--- config.mk ---
export PLATFORM = sky130hd
export DESIGN_NAME = dpwm_channel
export DESIGN_NICKNAME = d
export VERILOG_FILES = /design/src/rtl/dpwm_pkg.sv /design/src/rtl/dpwm_prescaler.sv /design/src/rtl/dpwm_period.sv /design/src/rtl/dpwm_outstage.sv /design/src/rtl/dpwm_channel.sv
export SDC_FILE = /design/constraint.sdc
export NUM_CORES = 1
export LEC_CHECK = 0
export ABC_AREA = 1
export ABC_CLOCK_PERIOD_IN_PS = 2300
export BUFFER_PORTS_ARGS = -buffer_cell sky130_fd_sc_hd__buf_4
export CORE_MARGIN = 2
export CORE_UTILIZATION = 45
export DETAILED_ROUTE_END_ITERATION = 12
export PLACE_DENSITY = 0.63
export SYNTH_ARGS = -nofsm -noshare
export SYNTH_HDL_FRONTEND = slang
export SYNTH_SLANG_ARGS = --single-unit
--- constraint.sdc ---
create_clock -name clk -period 2.3 [get_ports clk]
set_clock_uncertainty 0.2 [all_clocks]
set_input_delay 0.345 -clock clk [delete_from_list [all_inputs] [get_ports clk]]
set_output_delay 0.345 -clock clk [all_outputs]
set_load 0.05 [all_outputs]
--- src/rtl/dpwm_pkg.sv ---
// Shared widths, word layouts and decoded types for the PWM channel.
// Assumes the control and duty word layouts given in the brief.
package dpwm_pkg;
    parameter int DIVL_W = 8;   // linear prescaler field width
    parameter int DIVH_W = 4;   // power-of-two prescaler field width
    parameter int CNT_W  = 8;   // period counter width

    localparam int CTRL_W   = DIVL_W + DIVH_W + 5;
    localparam int DUTY_W   = 3 * CNT_W;
    localparam int B_DRIVE  = DIVL_W + DIVH_W;
    localparam int B_OD     = B_DRIVE + 1;
    localparam int B_INV    = B_DRIVE + 2;
    localparam int B_RUN    = B_DRIVE + 3;
    localparam int B_SYNCOFF = B_DRIVE + 4;

    typedef struct packed {
        logic              sync_off;
        logic              run;
        logic              inv;
        logic              od;
        logic              drive;
        logic [DIVH_W-1:0] dh;
        logic [DIVL_W-1:0] dl;
    } ctrl_t;

    typedef struct packed {
        logic [CNT_W-1:0] last;
        logic [CNT_W-1:0] fall;
        logic [CNT_W-1:0] rise;
    } duty_t;
endpackage

--- src/rtl/dpwm_prescaler.sv ---
// Two-stage quantum generator: a linear stage dividing by DL+1 feeding a
// counter that divides by 2**DH. Emits a one-clock tick per quantum.
// Assumes divider fields change only while run is low.
module dpwm_prescaler #(
    parameter int DIVL_W = 8,
    parameter int DIVH_W = 4
) (
    input  logic              clk,
    input  logic              rst_n,
    input  logic              run,
    input  logic [DIVL_W-1:0] dl,
    input  logic [DIVH_W-1:0] dh,
    output logic              tick
);
    localparam int C2_W = (1 << DIVH_W) - 1;

    logic [DIVL_W-1:0] c1;
    logic [C2_W-1:0]   c2;
    logic [C2_W-1:0]   c2_top;
    logic              step;

    assign c2_top = ~({C2_W{1'b1}} << dh);
    assign step   = run && (c1 >= dl);
    assign tick   = step && (c2 >= c2_top);

    // Linear stage: count input clocks up to DL, then restart.
    always_ff @(posedge clk) begin
        if (!rst_n || !run)  c1 <= '0;
        else if (step)       c1 <= '0;
        else                 c1 <= c1 + 1'b1;
    end

    // Power-of-two stage: count linear-stage steps up to 2**DH-1.
    always_ff @(posedge clk) begin
        if (!rst_n || !run)  c2 <= '0;
        else if (tick)       c2 <= '0;
        else if (step)       c2 <= c2 + 1'b1;
    end

    // with DL nonzero and unchanged, two ticks never fall on adjacent clocks
    p_tick_gap_r2: assert property (@(posedge clk) disable iff (!rst_n)
        (run && $past(tick) && $past(dl) != '0 && dl == $past(dl)) |-> !tick);
endmodule

--- src/rtl/dpwm_period.sv ---
// Period counter with a shadowed duty word. Writes land in a pending
// register and move to the live copy at the period wrap, at once when
// sync is bypassed, or continuously while the channel is stopped.
module dpwm_period
    import dpwm_pkg::*;
(
    input  logic             clk,
    input  logic             rst_n,
    input  logic             run,
    input  logic             sync_off,
    input  logic             tick,
    input  logic             wr,
    input  duty_t            wdata,
    output logic [CNT_W-1:0] cnt,
    output duty_t            live
);
    duty_t pend;
    duty_t incoming;
    logic  wrap;

    assign incoming = wr ? wdata : pend;
    assign wrap     = tick && (cnt >= live.last);

    // Pending copy: hold the most recent write.
    always_ff @(posedge clk) begin
        if (!rst_n)  pend <= '0;
        else         pend <= incoming;
    end

    // Live copy: load at the wrap, when bypassed, or while stopped.
    always_ff @(posedge clk) begin
        if (!rst_n)                       live <= '0;
        else if (sync_off || !run || wrap) live <= incoming;
    end

    // Period counter: step per quantum, wrap after LAST, hold 0 while stopped.
    always_ff @(posedge clk) begin
        if (!rst_n || !run)  cnt <= '0;
        else if (wrap)       cnt <= '0;
        else if (tick)       cnt <= cnt + 1'b1;
    end

    // a stopped channel has its counter at zero on the next clock
    p_stopped_zero_r5: assert property (@(posedge clk) disable iff (!rst_n)
        !run |=> (cnt == '0));

    // in synced running mode the live settings move only at the wrap
    p_live_hold_r8: assert property (@(posedge clk) disable iff (!rst_n)
        (run && !sync_off && !wrap) |=> $stable(live));
endmodule

--- src/rtl/dpwm_outstage.sv ---
// Compare and pin stage: decides the active window from the count and
// the compare points, then applies run/drive gating, inversion and
// open-drain. Purely combinational.
module dpwm_outstage
    import dpwm_pkg::*;
(
    input  logic             run,
    input  logic             drive,
    input  logic             inv,
    input  logic             od,
    input  logic [CNT_W-1:0] cnt,
    input  logic [CNT_W-1:0] rise,
    input  logic [CNT_W-1:0] fall,
    output logic             pin,
    output logic             oe
);
    logic in_win;

    // Window test: equal points mean always active, otherwise a possibly wrapped span.
    always_comb begin
        if (rise == fall)     in_win = 1'b1;
        else if (rise < fall) in_win = (cnt >= rise) && (cnt < fall);
        else                  in_win = (cnt >= rise) || (cnt < fall);
    end

    assign pin = (run && drive && in_win) ^ inv;
    assign oe  = drive && !(od && pin);
endmodule

--- src/rtl/dpwm_channel.sv ---
// One PWM channel: control register, two-stage prescaler, shadowed period
// counter and output stage. Control writes act on the next clock; duty
// writes follow the sync rules of the period block.
module dpwm_channel
    import dpwm_pkg::*;
(
    input  logic              clk,
    input  logic              rst_n,
    input  logic              ctrl_wr,
    input  logic [CTRL_W-1:0] ctrl_wdata,
    input  logic              duty_wr,
    input  logic [DUTY_W-1:0] duty_wdata,
    output logic              pwm_out,
    output logic              pwm_oe
);
    ctrl_t            ctrl_q;
    logic             tick;
    logic [CNT_W-1:0] cnt;
    duty_t            live;

    // Control register: written whole, takes effect on the next clock.
    always_ff @(posedge clk) begin
        if (!rst_n)       ctrl_q <= '0;
        else if (ctrl_wr) ctrl_q <= ctrl_t'(ctrl_wdata);
    end

    dpwm_prescaler #(.DIVL_W(DIVL_W), .DIVH_W(DIVH_W)) u_pre (
        .clk(clk), .rst_n(rst_n), .run(ctrl_q.run),
        .dl(ctrl_q.dl), .dh(ctrl_q.dh), .tick(tick)
    );

    dpwm_period u_per (
        .clk(clk), .rst_n(rst_n), .run(ctrl_q.run), .sync_off(ctrl_q.sync_off),
        .tick(tick), .wr(duty_wr), .wdata(duty_t'(duty_wdata)),
        .cnt(cnt), .live(live)
    );

    dpwm_outstage u_out (
        .run(ctrl_q.run), .drive(ctrl_q.drive), .inv(ctrl_q.inv), .od(ctrl_q.od),
        .cnt(cnt), .rise(live.rise), .fall(live.fall),
        .pin(pwm_out), .oe(pwm_oe)
    );

    // writing drive low releases the pin on the next clock
    p_drive_off_r6: assert property (@(posedge clk) disable iff (!rst_n)
        (ctrl_wr && !ctrl_wdata[B_DRIVE]) |=> !pwm_oe);

    // in open-drain mode a high level is never driven
    p_od_no_high_r10: assert property (@(posedge clk) disable iff (!rst_n)
        (ctrl_wr && ctrl_wdata[B_OD]) |=> !(pwm_out && pwm_oe));
endmodule

### Yosys cells after proc, flatten, opt, wreduce, memory -nomap -nowiden

Cells that the tools add are included.
Widths: inputs -> output; s select.

| storage, ports and cells | value |
|---|---|
| bits in registers | 96 |
| input port bits | 45 |

| cells by class | value |
|---|---|
| eq/ne operators | 1 |
| multiplexer cells | 3 |
| add/sub/neg operators | 3 |
| shifts and indexed selects | 1 |
| bitwise gates (word level) | 2 |
| magnitude comparators | 6 |
| reduce and logical (&&, ||, !) cells | 18 |

Operator list:

| operator | number |
|---|---|
| $ge 8x8->1 | 3 |
| $mux 24 | 1 |
| $add 8x1->8 const B | 2 |
| $lt 8x8->1 | 2 |
| $add 15x1->15 const B | 1 |
| $ge 15x15->1 | 1 |
| $not 15->15 | 1 |
| $shl 15x4->15 const A | 1 |
| $eq 8x8->1 | 1 |
| $logic_and 1x1->1 | 8 |
| $reduce_or 2->1 | 3 |
| $logic_or 1x1->1 | 4 |
| $logic_not 1->1 | 3 |
| $mux 1 | 2 |
| $xor 1x1->1 | 1 |

### Longest topological paths before layout

Gate-level depths: netlist of run 1.

| depth | value |
|---|---|
| word-level depth | 9 |
| depth in mapped cells | 18 |

### Modules after synthesis

Synthesis of run 1 repeated with hierarchy kept, for this count alone.

| unflattened totals | value |
|---|---|
| cell total of the unflattened synthesis | 901 |
| area total of the unflattened synthesis | 5979.5 µm² |

By module, submodules not included:

| module | area an instance (µm²) | times used | cells an instance |
|---|---|---|---|
| dpwm_period | 2628.8 | 1 | 378 |
| dpwm_prescaler | 1968.1 | 1 | 308 |
| dpwm_channel | 726.9 | 1 | 108 |
| dpwm_outstage | 655.6 | 1 | 107 |

### Worst setup path after synthesis of run 1

No wires, ideal clock.

| path | value |
|---|---|
| kind | register to register |
| start | reg ctrl_q[11] in the netlist's numbering |
| end | reg, netlist name u_per.live[0] |
| required time | 2036 ps |
| setup time | 64 ps |
| data arrival time | 2111 ps |
| cell stages (with the launch flop) | 16 |
| slack | -76 ps |
| path through | dfxtp_1 -> clkbuf_1 -> nand2_1 -> inv_1 -> nand2_1 -> ha_1 -> nand2_1 -> nor4b_2 -> nand2_1 -> nand3_1 -> nand3_4 -> buf_6 -> buf_6 -> nand3_2 -> nand2_1 -> nor2_1 |

| on the way | value |
|---|---|
| word-level cells in the longest chain between the ends | 6 |

RTL lines:

| what | RTL line | text |
|---|---|---|
| from (decl) | dpwm_channel.sv:16 | `ctrl_t ctrl_q;` |
| from (signal assigned) | dpwm_channel.sv:24 | `else if (ctrl_wr) ctrl_q <= ctrl_t'(ctrl_wdata);` |
| $shl 15x4->15 | dpwm_prescaler.sv:22 | `assign c2_top = ~({C2_W{1'b1}} << dh);` |
| $not 15->15 | dpwm_prescaler.sv:22 |  |
| $ge 15x15->1 | dpwm_prescaler.sv:24 | `assign tick = step && (c2 >= c2_top);` |
| $logic_and 1x1->1 | dpwm_prescaler.sv:24 |  |
| $logic_and 1x1->1 | dpwm_period.sv:22 | `assign wrap = tick && (cnt >= live.last);` |
| $logic_or 1x1->1 | dpwm_period.sv:33 | `else if (sync_off \|\| !run \|\| wrap) live <= incoming;` |

Every way passes these cells.
A chain may end at the register's enable or synchronous reset.

### Worst setup path after layout of run 1

| path | value |
|---|---|
| start | reg, netlist name u_per.live[6] |
| end | out pwm_oe |

| on the way | value |
|---|---|
| word-level cells in the longest chain between the ends | 9 |
| elaborated cells between the ends (all ways) | 12 |
| those cells by class | order compare: 2; eq/ne: 1; mux: 2; bitwise: 1; reduce/logical: 6 |

RTL lines:

| what | RTL line | text |
|---|---|---|
| $ge 8x8->1 | dpwm_outstage.sv:22, dpwm_outstage.sv:23 |  |
| $logic_or 1x1->1 / $logic_and 1x1->1 (equally long branches) | dpwm_outstage.sv:23, dpwm_outstage.sv:22 |  |
| $mux 1 | dpwm_outstage.sv:22 | `else if (rise < fall) in_win = (cnt >= rise) && (cnt < fall);` |
| $mux 1 (*) | dpwm_outstage.sv:21 | `if (rise == fall) in_win = 1'b1;` |
| $logic_and 1x1->1 (*) | dpwm_outstage.sv:26 | `assign pin = (run && drive && in_win) ^ inv;` |
| $xor 1x1->1 (*) | dpwm_outstage.sv:26 |  |
| $logic_and 1x1->1 (*) | dpwm_outstage.sv:27 | `assign oe = drive && !(od && pin);` |
| $logic_not 1->1 (*) | dpwm_outstage.sv:27 |  |
| $logic_and 1x1->1 (*) | dpwm_outstage.sv:27 |  |
| to (decl) | dpwm_channel.sv:14 | `output logic pwm_oe` |

Mark *: on every way between the ends. The rest lies on a longest branch, timed or not.

==> impl_metrics.env, run 1 <==
export IMPL_outcome="complete, but fails checks"
export IMPL_violations="negative setup slack"
export IMPL_drc_errors=0
export IMPL_synth_edf_count=0
export IMPL_crit_type="reg -> out"
export IMPL_critPathArrivalTime_ns=2.28
export IMPL_critPathMaxFanout=2
export IMPL_multi_input_area_mm2=0.00356
export IMPL_cp_required_ns=1.75
export IMPL_irDropWorstVdd_v=0.000691
export IMPL_cp_cell_sequence="buf_4, ha_1, nand4_1, o21bai_1, nand2_1, nand2_2, nand2_1, nand2_1, nand3_2, nand2_2, clkinvlp_4, buf_8"
export IMPL_period_share=1.23
export IMPL_fillers=962
export IMPL_yosysSeqAreaShare=0.354
export IMPL_synthArstFlopShare=0
export IMPL_synth_top_flop_cell="dfxtp_1"
export IMPL_setup_viol=39
export IMPL_cts_sinks=96
export IMPL_critPathCaptureType="primary output"
export IMPL_grt_overflow=0
export IMPL_critPathTopFamily="simple AND/OR/NAND/NOR gates"
export IMPL_start_util=0.456
export IMPL_place_congestion=0.805
export IMPL_vias=5064
export IMPL_insertion_delay_ns=0.35
export IMPL_port_buffers=46
export IMPL_p_total_mw=4.27
export IMPL_die_area_mm2=0.0130
export IMPL_hold_buffers=0
export IMPL_netlist_area_mm2=0.00543
export IMPL_max_cap_viol_count=0
export IMPL_critPathSlowestCell="dfxtp_2"
export IMPL_core_area_mm2=0.0119
export IMPL_critPathMaxStageDelay_ns=0.33
export IMPL_cp_num_buf_inv=3
export IMPL_worst_path_most_repeated_cell="nand2_1"
export IMPL_hold_viol=0
export IMPL_n_antenna_cell=0
export IMPL_yosys_warnings=0
export IMPL_routedWlPerCell_um=14.6
export IMPL_htreeDepth=3
export IMPL_fmax_mhz=354
export IMPL_finalWirelength_um=14300
export IMPL_rsz0062_at_grt="yes"
export IMPL_tightest_slew_ns=0.712
export IMPL_die_w_um=114
export IMPL_pre_cts_ws_ns=-0.234
export IMPL_ys_types=36
export IMPL_power_leakage_nw=3.37
export IMPL_critPathLaunchType="register"
export IMPL_clk_pin_slew_ns=0.07
export IMPL_setup_ws_ns=-0.525
export IMPL_first_pass_iters=5
export IMPL_viasPerCell=5.18
export IMPL_final_core_util=0.629
export IMPL_synthesis_area_per_instance_um2=7.56
export IMPL_track_usage=0.232
export IMPL_cellPowerDensity_mw_per_mm2=571
export IMPL_grt_pass1_vias=5073
export IMPL_synthesis_nets=820
export IMPL_grt_pass1_wl_um=24000
export IMPL_ios=47
export IMPL_maxSlewViolCount=0
export IMPL_netlist_instances=718
export IMPL_antenna_found_initial=0
export IMPL_cts_buffers_inserted=9
export IMPL_finalCriticalPeriod_ns=2.83
export IMPL_hold_class="in -> reg"
export IMPL_relSlewSlack=0.525
export IMPL_ant_nets=0
export IMPL_drt_first_iter_violations=234
export IMPL_cts_root_buffer="clkbuf_16"
export IMPL_drive_above_1_share=0.332
export IMPL_cts_tree="done"
export IMPL_fp_dieH_um=114
export IMPL_area_delta_synth_final_pct=37.9
export IMPL_grt_max_degree=49
export IMPL_regArea_mm2=0.00196
export IMPL_ys_ff_latch=96
export IMPL_rows=40
export IMPL_clockBufferDepth=2
export IMPL_nNetsFinal=928
export IMPL_dp_hpwl_um=9280
==> state kept, by name, summed over array words and instances, names as in the netlist <==
name	count
u_per.cnt	8
u_per.live	24
u_pre.c2	15
u_per.pend	24
ctrl_q	17
u_pre.c1	8
==> routing by layer <==
layer | vias to the layer above | track usage | wire length (um)
met4 | 0 | 0.113 | 476
li1 | 2582 | - | -
met2 | 105 | 0.392 | 6940
met5 | - | 0 | 0
met1 | 2341 | 0.289 | 6330
met3 | 36 | 0.0388 | 521
==> cells in the final DEF, fill, tap and decap left out, drive strengths merged, types with 6 or more instances in the layout <==
| cell | instances |
|---|---|
| a21boi | 24 |
| a21oi | 50 |
| buf | 123 |
| clkbuf | 9 |
| dfxtp | 96 |
| ha | 57 |
| inv | 79 |
| mux2i | 24 |
| nand2 | 131 |
| nand3 | 41 |
| nand4 | 12 |
| nor2 | 101 |
| nor3 | 14 |
| nor3b | 6 |
| o21ai | 32 |
| xor2 | 7 |
==> worst register-to-register path, delay by kind of cell (launching register included) <==
kind / cells / cell delay, ns
adders and majority gates: 1 / 0.33
buffers and inverters: 3 / 0.42
AOI/OAI and AO/OA: 2 / 0.17
and+or+nand+nor: 10 / 0.97
DFF: 1 / 0.39
==> synthesized netlist by cell type (all sizes together), types with 7 or more instances <==
library cell  count  area share
dfxtp            96        0.35
nor3             14       0.013
nand3            40       0.048
o21ai            32       0.029
buf              14       0.015
nor2            101       0.070
a21boi           24       0.033
nand4            12       0.014
nand2           131       0.091
clkbuf           13      0.0090
a21oi            50       0.046
mux2i            24       0.044
xor2              7       0.011
ha               57        0.13
inv              79       0.055
==> layout make-up <==
type | count | area share
Multi-Input combinational cell | 516 | 0.475
Tap cell | 147 | 0.0246
Sequential cell | 96 | 0.262
Clock buffer | 9 | 0.0301
Timing Repair Buffer | 123 | 0.153
Inverter | 80 | 0.0418
Clock inverter | 7 | 0.0139
==> report_power, final <==
group / total [mW] / leakage, nW / internal [mW] / switching [mW]
clock: 1.67 / 0.159 / 0.968 / 0.705
combinational: 0.811 / 2.41 / 0.381 / 0.430
sequential: 1.79 / 0.797 / 1.74 / 0.0450
==> cell families (layout without fill, tap and decap cells) <==
kind of cell,after synthesis,after routing,synth area share
AND/OR/NAND/NOR,311,312,0.256
flip-flops,96,96,0.354
multiplexers,24,24,0.0442
adder cells (fa/ha/maj),57,57,0.131
XOR/XNOR,11,11,0.0177
buffers and inverters,107,219,0.0795
AO/OA/AOI/OAI,112,112,0.117
==> stage by stage <==
stage / instances / hold slack (ns) / instance area (um^2) / TNS [ns]
after floorplan: 718 / 0.230 / 5440 / 0
after CTS: 972 / 0.00478 / 7290 / -4.56
after detailed placement: 937 / 0.252 / 6280 / -6.50
after global placement: 937 / 0.246 / 6280 / -5.43
final: 978 / 0.0128 / 7490 / -6.31
after global routing: 978 / 0.0217 / 7490 / -13.39
==> repair_timing <==
item,CTS,global route
endpoints found under the setup margin,48,51
setup buffers,12,6
pin swaps,41,19
resized for setup,132,38
gates cloned,7,0
==> path summary, 6_finish.rpt <==
kind | start | to | slack, ns | depth (start not counted)
hold reg to reg | ctrl_q[7]$_SDFFE_PN0P_ | ctrl_q[7]$_SDFFE_PN0P_ | 0.26 | 2
setup / recovery | u_per.live[6]$_SDFFE_PN0P_ | pwm_oe | -0.53 | 12
hold / removal | ctrl_wdata[9] | ctrl_q[9]$_SDFFE_PN0P_ | 0.01 | 3
setup reg to reg | ctrl_q[9]$_SDFFE_PN0P_ | u_per.live[1]$_SDFFE_PN0P_ | -0.26 | 16
(Power assumes the default switching activity.)
==> run 2: changes to the inputs <==
Settings changed: SYNTH_HIERARCHICAL set to 1.
==> run 2 against run 1 <==
Against the previous run:
- the flow still finishes with violations (negative setup slack)
- sequential power hardly changed
- sequential share of layout area is 1.8 points lower
- core utilization down 1.2 points
- wire length shrank 4.6%
- register-to-register slack barely moved
- final cell count is 20% higher
- via count is 7.7% higher
==> impl_metrics.env, run 2 <==
export IMPL_outcome="complete, but fails checks"
export IMPL_violations="negative setup slack"
export IMPL_critPathLaunchType="register"
export IMPL_finalWirelength_um=13600
export IMPL_setup_ws_ns=-0.396
export IMPL_synthesis_area_per_instance_um2=6.64
export IMPL_yosysTopAreaCellShare=0.321
export IMPL_clk_pin_slew_ns=0.07
export IMPL_mostFrequentLayoutCells="nand2_1, inv_1, nor2_1"
export IMPL_place_congestion=0.898
export IMPL_synth_top_area_cell="dfxtp_1"
export IMPL_critPathTopFamily="simple AND/OR/NAND/NOR gates"
export IMPL_place_inst=1131
export IMPL_track_usage=0.193
export IMPL_r2r_start="ctrl_q[11]$_SDFFE_PN0P_"
export IMPL_ys_ff_latch=96
export IMPL_n_antenna_cell=0
export IMPL_first_pass_iters=6
export IMPL_drive_above_1_share=0.301
export IMPL_netlist_area_mm2=0.00598
export IMPL_routedWlPerCell_um=11.6
export IMPL_rows=42
export IMPL_drt_first_iter_violations=246
export IMPL_synth_top_flop_cell="dfxtp_1"
export IMPL_grt_pass1_vias=5085
export IMPL_drc_errors=0
export IMPL_core_area_mm2=0.0131
export IMPL_reg_top3="u_per/live x24, u_per/pend x24, ctrl_q x17"
export IMPL_period_share=1.17
export IMPL_tightest_slew_ns=0.388
export IMPL_port_buffers=46
export IMPL_worst_path_most_repeated_cell="nand2_1"
export IMPL_insertion_delay_ns=0.35
export IMPL_crit_type="reg -> out"
export IMPL_final_area_mm2=0.00807
export IMPL_cts_tree="done"
export IMPL_fmax_mhz=371
export IMPL_finalCriticalPeriod_ns=2.70
export IMPL_yosys_warnings=6
export IMPL_critPathMaxStageDelay_ns=0.33
export IMPL_die_area_mm2=0.0142
export IMPL_grt_pass1_wl_um=22600
export IMPL_rsz0062_at_grt="yes"
export IMPL_nNetsFinal=1092
export IMPL_cp_required_ns=1.75
export IMPL_clockBufferDepth=2
export IMPL_antenna_found_initial=0
export IMPL_hold_viol=0
export IMPL_layout_commonest_cell="nand2_1"
export IMPL_irDropWorstVdd_v=0.000435
export IMPL_vias=5452
export IMPL_hold_buffers=0
export IMPL_cellPowerDensity_mw_per_mm2=516
export IMPL_fp_dieH_um=119
export IMPL_htreeDepth=3
export IMPL_critical_path_cell_count=14
export IMPL_viasPerCell=4.66
export IMPL_hold_class="in -> reg"
export IMPL_ant_nets=0
export IMPL_critPathMaxFanout=2
export IMPL_placed_cell_area_mm2=0.00674
export IMPL_cts_root_buffer="clkbuf_16"
export IMPL_reg2reg_to="u_per/cnt[6]$_SDFFE_PP0P_"
export IMPL_grt_max_degree=49
export IMPL_critPathArrivalTime_ns=2.15
export IMPL_maxSlewViolCount=0
export IMPL_synth_most_common_cell="nand2_1"
export IMPL_yosysSeqAreaShare=0.321
export IMPL_cts_buffers_inserted=9
export IMPL_synthArstFlopShare=0
export IMPL_die_w_um=119
export IMPL_synth_edf_count=0
export IMPL_grt_overflow=0
export IMPL_r2r_slack_ns=-0.26
export IMPL_dp_hpwl_um=8800
export IMPL_ys_top_cells_by_count="nand2_1, inv_1, nor2_1"
export IMPL_netlist_top_cells_area="dfxtp_1, nand2_1, ha_1"
export IMPL_area_delta_synth_final_pct=34.9
export IMPL_setup_viol=34
export IMPL_worstSetupEndpoint="pwm_oe"
export IMPL_startpoint="u_per/live[2]$_SDFFE_PN0P_"
export IMPL_netlist_instances=901
export IMPL_critPathCaptureType="primary output"
export IMPL_cts_sinks=96
export IMPL_ff2ff_path_depth=16
export IMPL_cp_cell_sequence="buf_4, ha_1, nand2_1, nor2_2, o21bai_4, o211ai_1, nand2_1, nand2_2, nand2_1, nand2_1, nand3_1, nand2_1, inv_1, buf_6"
export IMPL_start_util=0.457
export IMPL_synthesis_nets=1003
export IMPL_setup_tns_ns=-6.90
export IMPL_cp_num_buf_inv=3
export IMPL_ios=47
export IMPL_ys_types=33
export IMPL_relSlewSlack=0.741
export IMPL_pre_cts_ws_ns=-0.292
export IMPL_power_leakage_nw=3.99
export IMPL_max_cap_viol_count=0
export IMPL_critPathSlowestCell="dfxtp_2"
export IMPL_fin_cells=1170
run 2: cell types whose count changed in the layout (fill, tap and decap cells not counted), sizes merged, moves of 6 or more:
cell,change
nand4,-7
nand3b,+6
buf,-13
nand3,+9
a21oi,-7
nor2,+50
a21boi,-24
inv,+100
nand2,+91
mux2i,-24
run 2: where the power goes:
part	total (mW)	switching [mW]	internal, mW
logic	0.860	0.491	0.369
clock network	1.51	0.662	0.843
registers	1.80	0.0490	1.75
total	4.17	1.20	2.96
run 2: through the flow:
stage	hold WS (ns)	power (mW)	util
finish	0.0797	4.17	0.616
global route	0.0977	4.40	0.616
CTS	0.0687	4.12	0.592
detailed placement	0.266	2.51	0.515
global placement	0.258	2.50	0.515
floorplan	0.230	2.34	-
run 2: worst register-to-register path: stages (launching register included):
cell and delay, ns:
dfxtp_4 0.39, nand2_1 0.09, inv_2 0.10, nand2_1 0.06
ha_1 0.33, nand2_4 0.07, nor3_2 0.18, nand2_1 0.09
nand3_2 0.09, nand2_4 0.09, inv_8 0.09, buf_6 0.10
nand2_4 0.05, nor3b_4 0.20, nand3_2 0.11, xor2_1 0.16
nor2_1 0.05
run 2: how the worst min path moves through the flow:
stage                           startpoint                 endpoint  cells past startpoint
finish                      ctrl_wdata[13]  ctrl_q[13]$_SDFFE_PN0P_                      5
global route                ctrl_wdata[14]  ctrl_q[14]$_SDFFE_PN0P_                      5
CTS                         ctrl_wdata[13]  ctrl_q[13]$_SDFFE_PN0P_                      5
detailed placement  ctrl_q[5]$_SDFFE_PN0P_   ctrl_q[5]$_SDFFE_PN0P_                      2
global placement    ctrl_q[3]$_SDFFE_PN0P_   ctrl_q[3]$_SDFFE_PN0P_                      2
floorplan           u_pre/c1[0]$_SDFF_PP0_   u_pre/c1[0]$_SDFF_PP0_                      1
run 2: cell families (layout without fill, tap and decap cells):
kind of cell	count (synthesis)	after routing	synth area share
AO/OA/AOI/OAI	78	78	0.0751
AND/OR/NAND/NOR	448	449	0.317
flip-flops	96	96	0.321
XOR/XNOR	12	12	0.0176
buffers and inverters	210	302	0.149
adder cells (fa/ha/maj)	57	57	0.119
run 2: layer usage:
| layer | wire length [um] | up-vias | GRT usage |
|---|---|---|---|
| met5 | 0 | - | 0 |
| li1 | - | 2917 | - |
| met3 | 411 | 10 | 0.0345 |
| met4 | 139 | 0 | 0.0565 |
| met2 | 6640 | 76 | 0.327 |
| met1 | 6420 | 2449 | 0.252 |
run 2: repair_timing:
action,CTS,global route
pin swaps,45,40
setup buffers,17,4
setup endpoints to repair,34,49
cloned,6,1
gates resized for setup,101,58
run 2: cell type report:
cell class / count / area (um^2)
Clock inverter: 6 / 66.3
Fill cell: 1165 / 5020
Multi-Input combinational cell: 596 / 3830
Clock buffer: 9 / 225
Inverter: 177 / 672
Sequential cell: 96 / 1960
Timing Repair Buffer: 110 / 1090
Tap cell: 176 / 220
